## src/rtl/uart_rx_pkg.sv

```systemverilog
package uart_rx_pkg;
  typedef struct packed {
    logic       brk;
    logic       ferr;
    logic       perr;
    logic [7:0] data;
  } rx_char_t;

  typedef enum logic [2:0] {
    ST_IDLE, ST_START, ST_DATA, ST_PAR, ST_STOP1, ST_STOP2
  } rx_state_e;
endpackage

```

## src/rtl/uart_rx_bit_engine.sv

```systemverilog
module uart_rx_bit_engine
  import uart_rx_pkg::*;
#(
  parameter int OSR = 16
) (
  input  logic       clk,
  input  logic       rst_n,
  input  logic       tick,
  input  logic       rx_s,
  input  logic [1:0] wlen_sel,
  input  logic       par_en,
  input  logic       par_odd,
  input  logic       stop_two,
  output logic       char_push,
  output rx_char_t   char_out
);
  localparam int CW = $clog2(OSR);
  localparam logic [CW-1:0] MID_C  = CW'(OSR / 2 - 1);
  localparam logic [CW-1:0] LAST_C = CW'(OSR - 1);

  rx_state_e     state_q, state_d;
  logic [CW-1:0] cnt_q, cnt_d;
  logic [2:0]    bidx_q, bidx_d;
  logic [7:0]    sh_q, sh_d;
  logic          acc_q, acc_d, any_q, any_d, ferr_q, ferr_d;
  logic          prev_q, prev_d, push_q, push_d;
  rx_char_t      char_q, char_d;
  logic [2:0]    nlast;
  logic          fin, fin_ferr, fin_any, at_sample;

  assign nlast     = 3'd4 + {1'b0, wlen_sel};
  assign at_sample = (cnt_q == LAST_C);

  always_comb begin
    state_d  = state_q;
    cnt_d    = cnt_q;
    bidx_d   = bidx_q;
    sh_d     = sh_q;
    acc_d    = acc_q;
    any_d    = any_q;
    ferr_d   = ferr_q;
    prev_d   = prev_q;
    push_d   = 1'b0;
    char_d   = char_q;
    fin      = 1'b0;
    fin_ferr = ferr_q;
    fin_any  = any_q;
    if (tick) begin
      prev_d = rx_s;
      case (state_q)
        ST_IDLE: if (prev_q && !rx_s) begin
          state_d = ST_START;
          cnt_d   = '0;
        end
        ST_START: if (cnt_q == MID_C) begin
          cnt_d  = '0;
          bidx_d = '0;
          acc_d  = 1'b0;
          any_d  = 1'b0;
          state_d = rx_s ? ST_IDLE : ST_DATA;
        end else cnt_d = cnt_q + 1'b1;
        ST_DATA: if (at_sample) begin
          cnt_d = '0;
          sh_d  = {rx_s, sh_q[7:1]};
          acc_d = acc_q ^ rx_s;
          any_d = any_q | rx_s;
          if (bidx_q == nlast) state_d = par_en ? ST_PAR : ST_STOP1;
          else bidx_d = bidx_q + 1'b1;
        end else cnt_d = cnt_q + 1'b1;
        ST_PAR: if (at_sample) begin
          cnt_d   = '0;
          acc_d   = acc_q ^ rx_s;
          any_d   = any_q | rx_s;
          state_d = ST_STOP1;
        end else cnt_d = cnt_q + 1'b1;
        ST_STOP1: if (at_sample) begin
          cnt_d    = '0;
          ferr_d   = !rx_s;
          any_d    = any_q | rx_s;
          fin_ferr = !rx_s;
          fin_any  = any_q | rx_s;
          if (stop_two) state_d = ST_STOP2;
          else fin = 1'b1;
        end else cnt_d = cnt_q + 1'b1;
        ST_STOP2: if (at_sample) fin = 1'b1;
                  else cnt_d = cnt_q + 1'b1;
        default: state_d = ST_IDLE;
      endcase
      if (fin) begin
        state_d     = ST_IDLE;
        cnt_d       = '0;
        push_d      = 1'b1;
        char_d.data = sh_q >> (3'd7 - nlast);
        char_d.perr = par_en & (acc_q ^ par_odd);
        char_d.ferr = fin_ferr;
        char_d.brk  = !fin_any;
      end
    end
  end

  always_ff @(posedge clk or negedge rst_n) begin
    if (!rst_n) begin
      state_q <= ST_IDLE;
      cnt_q   <= '0;
      bidx_q  <= '0;
      sh_q    <= '0;
      acc_q   <= 1'b0;
      any_q   <= 1'b0;
      ferr_q  <= 1'b0;
      prev_q  <= 1'b1;
      push_q  <= 1'b0;
      char_q  <= '0;
    end else begin
      state_q <= state_d;
      cnt_q   <= cnt_d;
      bidx_q  <= bidx_d;
      sh_q    <= sh_d;
      acc_q   <= acc_d;
      any_q   <= any_d;
      ferr_q  <= ferr_d;
      prev_q  <= prev_d;
      push_q  <= push_d;
      char_q  <= char_d;
    end
  end

  assign char_push = push_q;
  assign char_out  = char_q;
endmodule

```

## src/rtl/uart_rx_char_fifo.sv

```systemverilog
module uart_rx_char_fifo
  import uart_rx_pkg::*;
#(
  parameter int DEPTH = 16
) (
  input  logic     clk,
  input  logic     rst_n,
  input  logic     push,
  input  rx_char_t din,
  input  logic     pop,
  output rx_char_t dout,
  output logic     empty,
  output logic     full
);
  localparam int AW = $clog2(DEPTH);
  localparam logic [AW:0] DEPTH_C = (AW + 1)'(DEPTH);

  rx_char_t    mem [DEPTH];
  logic [AW-1:0] wp_q, wp_d, rp_q, rp_d;
  logic [AW:0]   cnt_q, cnt_d;
  logic          do_wr, do_rd;

  assign empty = (cnt_q == '0);
  assign full  = (cnt_q == DEPTH_C);
  assign do_wr = push && !full;
  assign do_rd = pop && !empty;

  always_comb begin
    wp_d  = do_wr ? wp_q + 1'b1 : wp_q;
    rp_d  = do_rd ? rp_q + 1'b1 : rp_q;
    cnt_d = cnt_q + {{AW{1'b0}}, do_wr} - {{AW{1'b0}}, do_rd};
  end

  always_ff @(posedge clk or negedge rst_n) begin
    if (!rst_n) begin
      wp_q  <= '0;
      rp_q  <= '0;
      cnt_q <= '0;
    end else begin
      wp_q  <= wp_d;
      rp_q  <= rp_d;
      cnt_q <= cnt_d;
    end
  end

  always_ff @(posedge clk) begin
    if (do_wr) mem[wp_q] <= din;
  end

  assign dout = mem[rp_q];
endmodule

```

## src/rtl/uart_rx_path.sv

```systemverilog
module uart_rx_path
  import uart_rx_pkg::*;
#(
  parameter int OSR   = 16,
  parameter int DEPTH = 16
) (
  input  logic       clk,
  input  logic       rst_n,
  input  logic       tick16,
  input  logic       rx_line,
  input  logic [1:0] wlen_sel,
  input  logic       par_en,
  input  logic       par_odd,
  input  logic       stop_two,
  input  logic       rd_pop,
  output logic [7:0] rd_data,
  output logic       line_ready,
  output logic       line_overrun,
  output logic       head_parity_err,
  output logic       head_frame_err,
  output logic       head_break
);
  logic [1:0] rst_sync_q, rx_sync_q;
  logic       rst_s, ovr_q, ovr_d;
  logic       char_push, fifo_empty, fifo_full;
  rx_char_t   char_new, head;

  always_ff @(posedge clk or negedge rst_n) begin
    if (!rst_n) rst_sync_q <= 2'b00;
    else        rst_sync_q <= {rst_sync_q[0], 1'b1};
  end
  assign rst_s = rst_sync_q[1];

  always_ff @(posedge clk or negedge rst_s) begin
    if (!rst_s) rx_sync_q <= 2'b11;
    else        rx_sync_q <= {rx_sync_q[0], rx_line};
  end

  uart_rx_bit_engine #(.OSR(OSR)) u_engine (
    .clk(clk), .rst_n(rst_s), .tick(tick16), .rx_s(rx_sync_q[1]),
    .wlen_sel(wlen_sel), .par_en(par_en), .par_odd(par_odd),
    .stop_two(stop_two), .char_push(char_push), .char_out(char_new)
  );

  uart_rx_char_fifo #(.DEPTH(DEPTH)) u_fifo (
    .clk(clk), .rst_n(rst_s), .push(char_push), .din(char_new),
    .pop(rd_pop), .dout(head), .empty(fifo_empty), .full(fifo_full)
  );

  always_comb begin
    ovr_d = ovr_q;
    if (char_push && fifo_full) ovr_d = 1'b1;
    else if (rd_pop)            ovr_d = 1'b0;
  end

  always_ff @(posedge clk or negedge rst_s) begin
    if (!rst_s) ovr_q <= 1'b0;
    else        ovr_q <= ovr_d;
  end

  assign line_ready      = !fifo_empty;
  assign line_overrun    = ovr_q;
  assign rd_data         = fifo_empty ? 8'h00 : head.data;
  assign head_parity_err = !fifo_empty && head.perr;
  assign head_frame_err  = !fifo_empty && head.ferr;
  assign head_break      = !fifo_empty && head.brk;
endmodule

```

## config.mk

```make
export PLATFORM = sky130hd
export DESIGN_NAME = uart_rx_path
export DESIGN_NICKNAME = d
export VERILOG_FILES = /design/src/rtl/uart_rx_pkg.sv /design/src/rtl/uart_rx_bit_engine.sv /design/src/rtl/uart_rx_char_fifo.sv /design/src/rtl/uart_rx_path.sv
export SDC_FILE = /design/constraint.sdc
export NUM_CORES = 1
export LEC_CHECK = 0
export BUFFER_PORTS_ARGS = -buffer_cell sky130_fd_sc_hd__buf_4
export CAP_MARGIN = 0
export CELL_PAD_IN_SITES_DETAIL_PLACEMENT = 1
export CELL_PAD_IN_SITES_GLOBAL_PLACEMENT = 1
export CORE_MARGIN = 2
export CORE_UTILIZATION = 40
export DETAILED_ROUTE_END_ITERATION = 7
export PLACE_DENSITY_LB_ADDON = 0.1
export SLEW_MARGIN = 20
export SYNTH_ARGS = -nofsm -noshare
export SYNTH_HDL_FRONTEND = slang
export SYNTH_SLANG_ARGS = --single-unit
```

## constraint.sdc

```tcl
create_clock -name clk -period 2.2 [get_ports clk]
set_input_delay 0.22 -clock clk [delete_from_list [all_inputs] [get_ports clk]]
set_output_delay 0.22 -clock clk [all_outputs]
set_load 0.03 [all_outputs]
```

==> impl.org <==
** Status
- The run finished, with violations left.
- Violated checks :: negative setup slack

** Place
- Weighted congestion at the end of routability-driven global placement :: 0.820
- Port buffer count :: 22
- In this run the cell area measured after placement is 10600 µm².
- Post-DP HPWL :: 13.4 mm

** Detailed routing
- In the routed design, unresolved DRC markers number 0.
- After detailed routing, the average wire length per cell comes to 22.6 µm.
- Vias per cell :: 5.27
- Total detailed-routing wirelength :: 22.0 mm
- Before antenna repair, the detailed router went through 4 iterations.
- The count of nets left with antenna violations once routing finished came out at 0.
- The detailed router placed 5146 vias in this run.
- Number of DRC violations after detailed-routing iteration 0 :: 275

** Global route
- Global routing finished with a remaining overflow of 0.
- Global-route wire length before repair :: 33.7 mm
- Number of antenna violations at the first check in global routing :: 0
- Entering global routing, the biggest net connects 41 pins.
- Number of global-route vias before repair :: 5642
- Overall track demand over capacity in global routing :: 18.1%

** Synth
- Cell variety after synth :: 63
- Post-synthesis cell count :: 544
- Summed over its instances, the top area cell type makes up 55.3% of the synthesized netlist area.
- Warnings from Yosys :: 0
- Of all flip-flops after synthesis, the portion carrying an async set or reset was 22.8%.
- Nets in the synthesized netlist :: 568
- Register area share after synthesis :: 69.0%
- Synthesized flop and latch total :: 228
- The cell area that synthesis handed to floorplanning was 9550 µm².
- Most instantiated flip-flop cell in the synthesis netlist :: edfxtp_1
- A synthesized cell averages 17.6 µm².
- The synthesized design contains 176 enable-type register cells.
- By area the synthesized netlist is led by edfxtp_1 (55%), dfrtp_1 (13%), mux4_2 (11%).
- Synth area leader :: edfxtp_1

** Clock network
- Clock H-tree levels :: 1
- TritonCTS built the clock tree.
- Counting every sink on the clock net gives 228.
- The clock reaches the later pin of the worst-skew pair after 0.52 ns.
- Buffers inserted during clock tree synthesis total 26.
- CTS placed an instance of clkbuf_16 at the clock tree root.
- After clock tree synthesis, the clock-pin slew on the worst setup and hold paths is 0.06 ns.
- CTS max path bufs :: 3

** STA
- The count of endpoints failing hold in the final timing report was 0.
- For the pin with the worst max-slew slack, the measured transition is 0.635 ns.
- Based on the critical path, the design can be clocked at up to 0.390 GHz.
- In this run the tightest slew margin relative to its limit is 57.7%.
- Tmin final :: 2.56 ns
- Total of endpoints with negative setup slack in the final report :: 16
- For the final routed database, the setup TNS stands at -4.48 ns.
- PnR worst setup slack :: -0.362 ns
- After layout, the worst path uses 116% of the clock period.
- Clock skew on the completed layout was measured at 0.0103 ns.
- Final max-slew violation count :: 0
- Setup repair after global routing missed its margin :: yes

** Floorplan
- Core Rows :: 56
- Number of top-level design ports :: 23
- The die covers 25100 µm².
- From bottom edge to top edge, the die measures 159 µm.
- In this run the standard cell core region covers 23500 µm².
- Horizontal die dimension :: 159 µm
- For this configuration, the core starts out at a cell density of 40.7%.

** Worst hold path
- In this run the worst hold path is classified as in -> reg.

** Critical path
- Critical path data required time :: 2.64 ns
- The setup path with the least slack is of type reg -> reg.
- Data arrives at the worst endpoint at 3.00 ns.
- Kind of end point of the critical path :: flip-flop
- Critical path launch point type :: flip-flop
- Of all nets on the critical path, the largest fanout is 2.

** Pwr
- Per report_power, the sequential group accounts for 37.7% of the total.
- For this design the total switching power over the nets is 4.04 mW.
- Power per cell area :: 1130 nW/µm²
- Peak ir drop on the vdd network :: 0.000637 V
- The clock network burns 30.5% of the power.
- Sw Ratio :: 29.6%
- Portion of total power attributed to combinational logic :: 31.7%
- Cell-internal power :: 9.60 mW
- In this run the static leakage power is 4.65 nW.

** Layout
- Of the cells placed in the final design, the portion with a size suffix greater than 1 is 38.1%.
- The library cells used most frequently in the layout, excluding fill and tap cells, are edfxtp_1 (176), buf_4 (51), mux4_2 (47), dfrtp_1 (46), clkbuf_16 (30).
- The number of antenna diodes in the final layout is 0.
- Signed area change from the synthesized netlist to the final layout :: 26.2%
- Leaving out fill and tap cells, the most frequent cell in the layout is edfxtp_1.
- Design area :: 12100 µm²
- End-of-flow core utilization :: 51.4%
- Total Nets Final :: 663

** Job
- Across the run, the number of max-cap violations was 0.
[per-stage QoR]
| step | std cells | setup slack, ns | total power, mW | hold WS (ns) |
|---|---|---|---|---|
| 3_3_place_gp | 899 | -0.291 | 8.45 | 0.00336 |
| 2_1_floorplan | 544 | -0.487 | 7.32 | -0.0756 |
| 3_5_place_dp | 899 | -0.420 | 8.58 | 0.00359 |
| 6_report | 976 | -0.362 | 13.6 | 0.0278 |
| 4_1_cts | 959 | -0.386 | 13.3 | 0.0208 |
| 5_1_grt | 976 | -0.420 | 14.3 | 0.0171 |
[what timing repair did]
item,in CTS,in global routing
pin swaps,10,13
cloned,3,3
hold buffers,4,0
setup buffers,7,17
setup endpoints to repair,104,148
endpoints found under the hold margin,5,0
gates resized for setup,34,35
[cell usage after synthesis, types with 4 or more instances]
cell type    n
mux4_2      47
nand3_1      7
xnor2_1     11
dfrtp_1     49
o22ai_1     11
mux2i_1     25
inv_1       27
nand2b_1     5
nor2_1      16
o21ai_0     15
clkbuf_1    10
buf_2        9
nand4_1      5
xor2_1       4
a21oi_1     10
ha_1        13
buf_1        4
edfxtp_1   176
mux2_2      16
and2_1       9
nor4_1       4
nand2_1     17
[registers in the layout (all words and copies together) (netlist names)]
signal,flops
u_engine.char_out,11
line_overrun,1
u_fifo.mem,176
rst_sync_q,2
u_fifo.rp_q,4
u_engine.cnt_q,4
u_engine.state_q,3
u_engine.bidx_q,3
u_engine.any_q,1
u_engine.prev_q,1
u_engine.acc_q,1
u_engine.char_push,1
u_engine.sh_q,8
rx_sync_q,2
u_engine.ferr_q,1
u_fifo.cnt_q,5
u_fifo.wp_q,4
[final timing paths]
check	from	endpoint	slack (ns)	cells after the start
max	u_fifo.cnt_q[3]$_DFF_PN0_	u_fifo.cnt_q[4]$_DFF_PN0_	-0.36	13
min	tick16	u_engine.prev_q$_DFFE_PN1P_	0.03	2
max reg2reg	u_fifo.cnt_q[3]$_DFF_PN0_	u_fifo.cnt_q[4]$_DFF_PN0_	-0.36	13
min reg2reg	rst_sync_q[1]$_DFF_PN0_	line_overrun$_DFFE_PN0P_	0.14	0
max in group asynchronous	rst_sync_q[1]$_DFF_PN0_	rx_sync_q[0]$_DFF_PN1_	1.50	1
min in group asynchronous	rst_n	rst_sync_q[1]$_DFF_PN0_	0.04	2
[critical path: stages, from the launching register on]
cell	delay (ns)
dfrtp_1	0.40
inv_2	0.09
ha_4	0.12
or4b_4	0.48
and2_4	0.17
ha_4	0.21
inv_4	0.05
ha_4	0.13
inv_2	0.04
fa_2	0.37
inv_2	0.06
a21oi_2	0.04
o21bai_1	0.17
xnor2_1	0.14
[power by group through the flow]
stage	Sequential (mW)	Combinational [mW]	Clock (mW)
global placement	5.19	3.26	0
finish	5.15	4.33	4.17
floorplan	5.05	2.27	0
detailed placement	5.21	3.37	0
CTS	5.15	3.94	4.23
global route	5.18	4.65	4.44
[routing by layer]
layer  vias to the layer above  global-route usage (%)  routed length (µm)
met5                         -                       0                   0
met4                         0                    4.12                 350
met3                        28                    2.12                 619
met2                        78                    31.5               11200
met1                      2729                    24.4                9810
li1                       2311                       -                   -
[final cells by class]
class                      count  area (µm²)
clock buffer                  36         709
sequential                   228        6600
clock inverter                10         106
multi-input combinational    259        2990
timing repair buffer          96        1150
inverter                      28         108
fill                        2157       11400
tap                          319         399
[cell families after synthesis]
kind of cell	Yosys count	share of synthesized area (%)
and+or+nand+nor	83	5.19
AOI/OAI and AO/OA	56	3.94
buffers and inverters	57	2.69
DFF	228	69.0
adders and majority gates	14	1.91
other	1	0.0393
muxes	90	15.9
xor gates and xnor gates	15	1.38
Note: power is estimated with default switching activity, not from simulation.
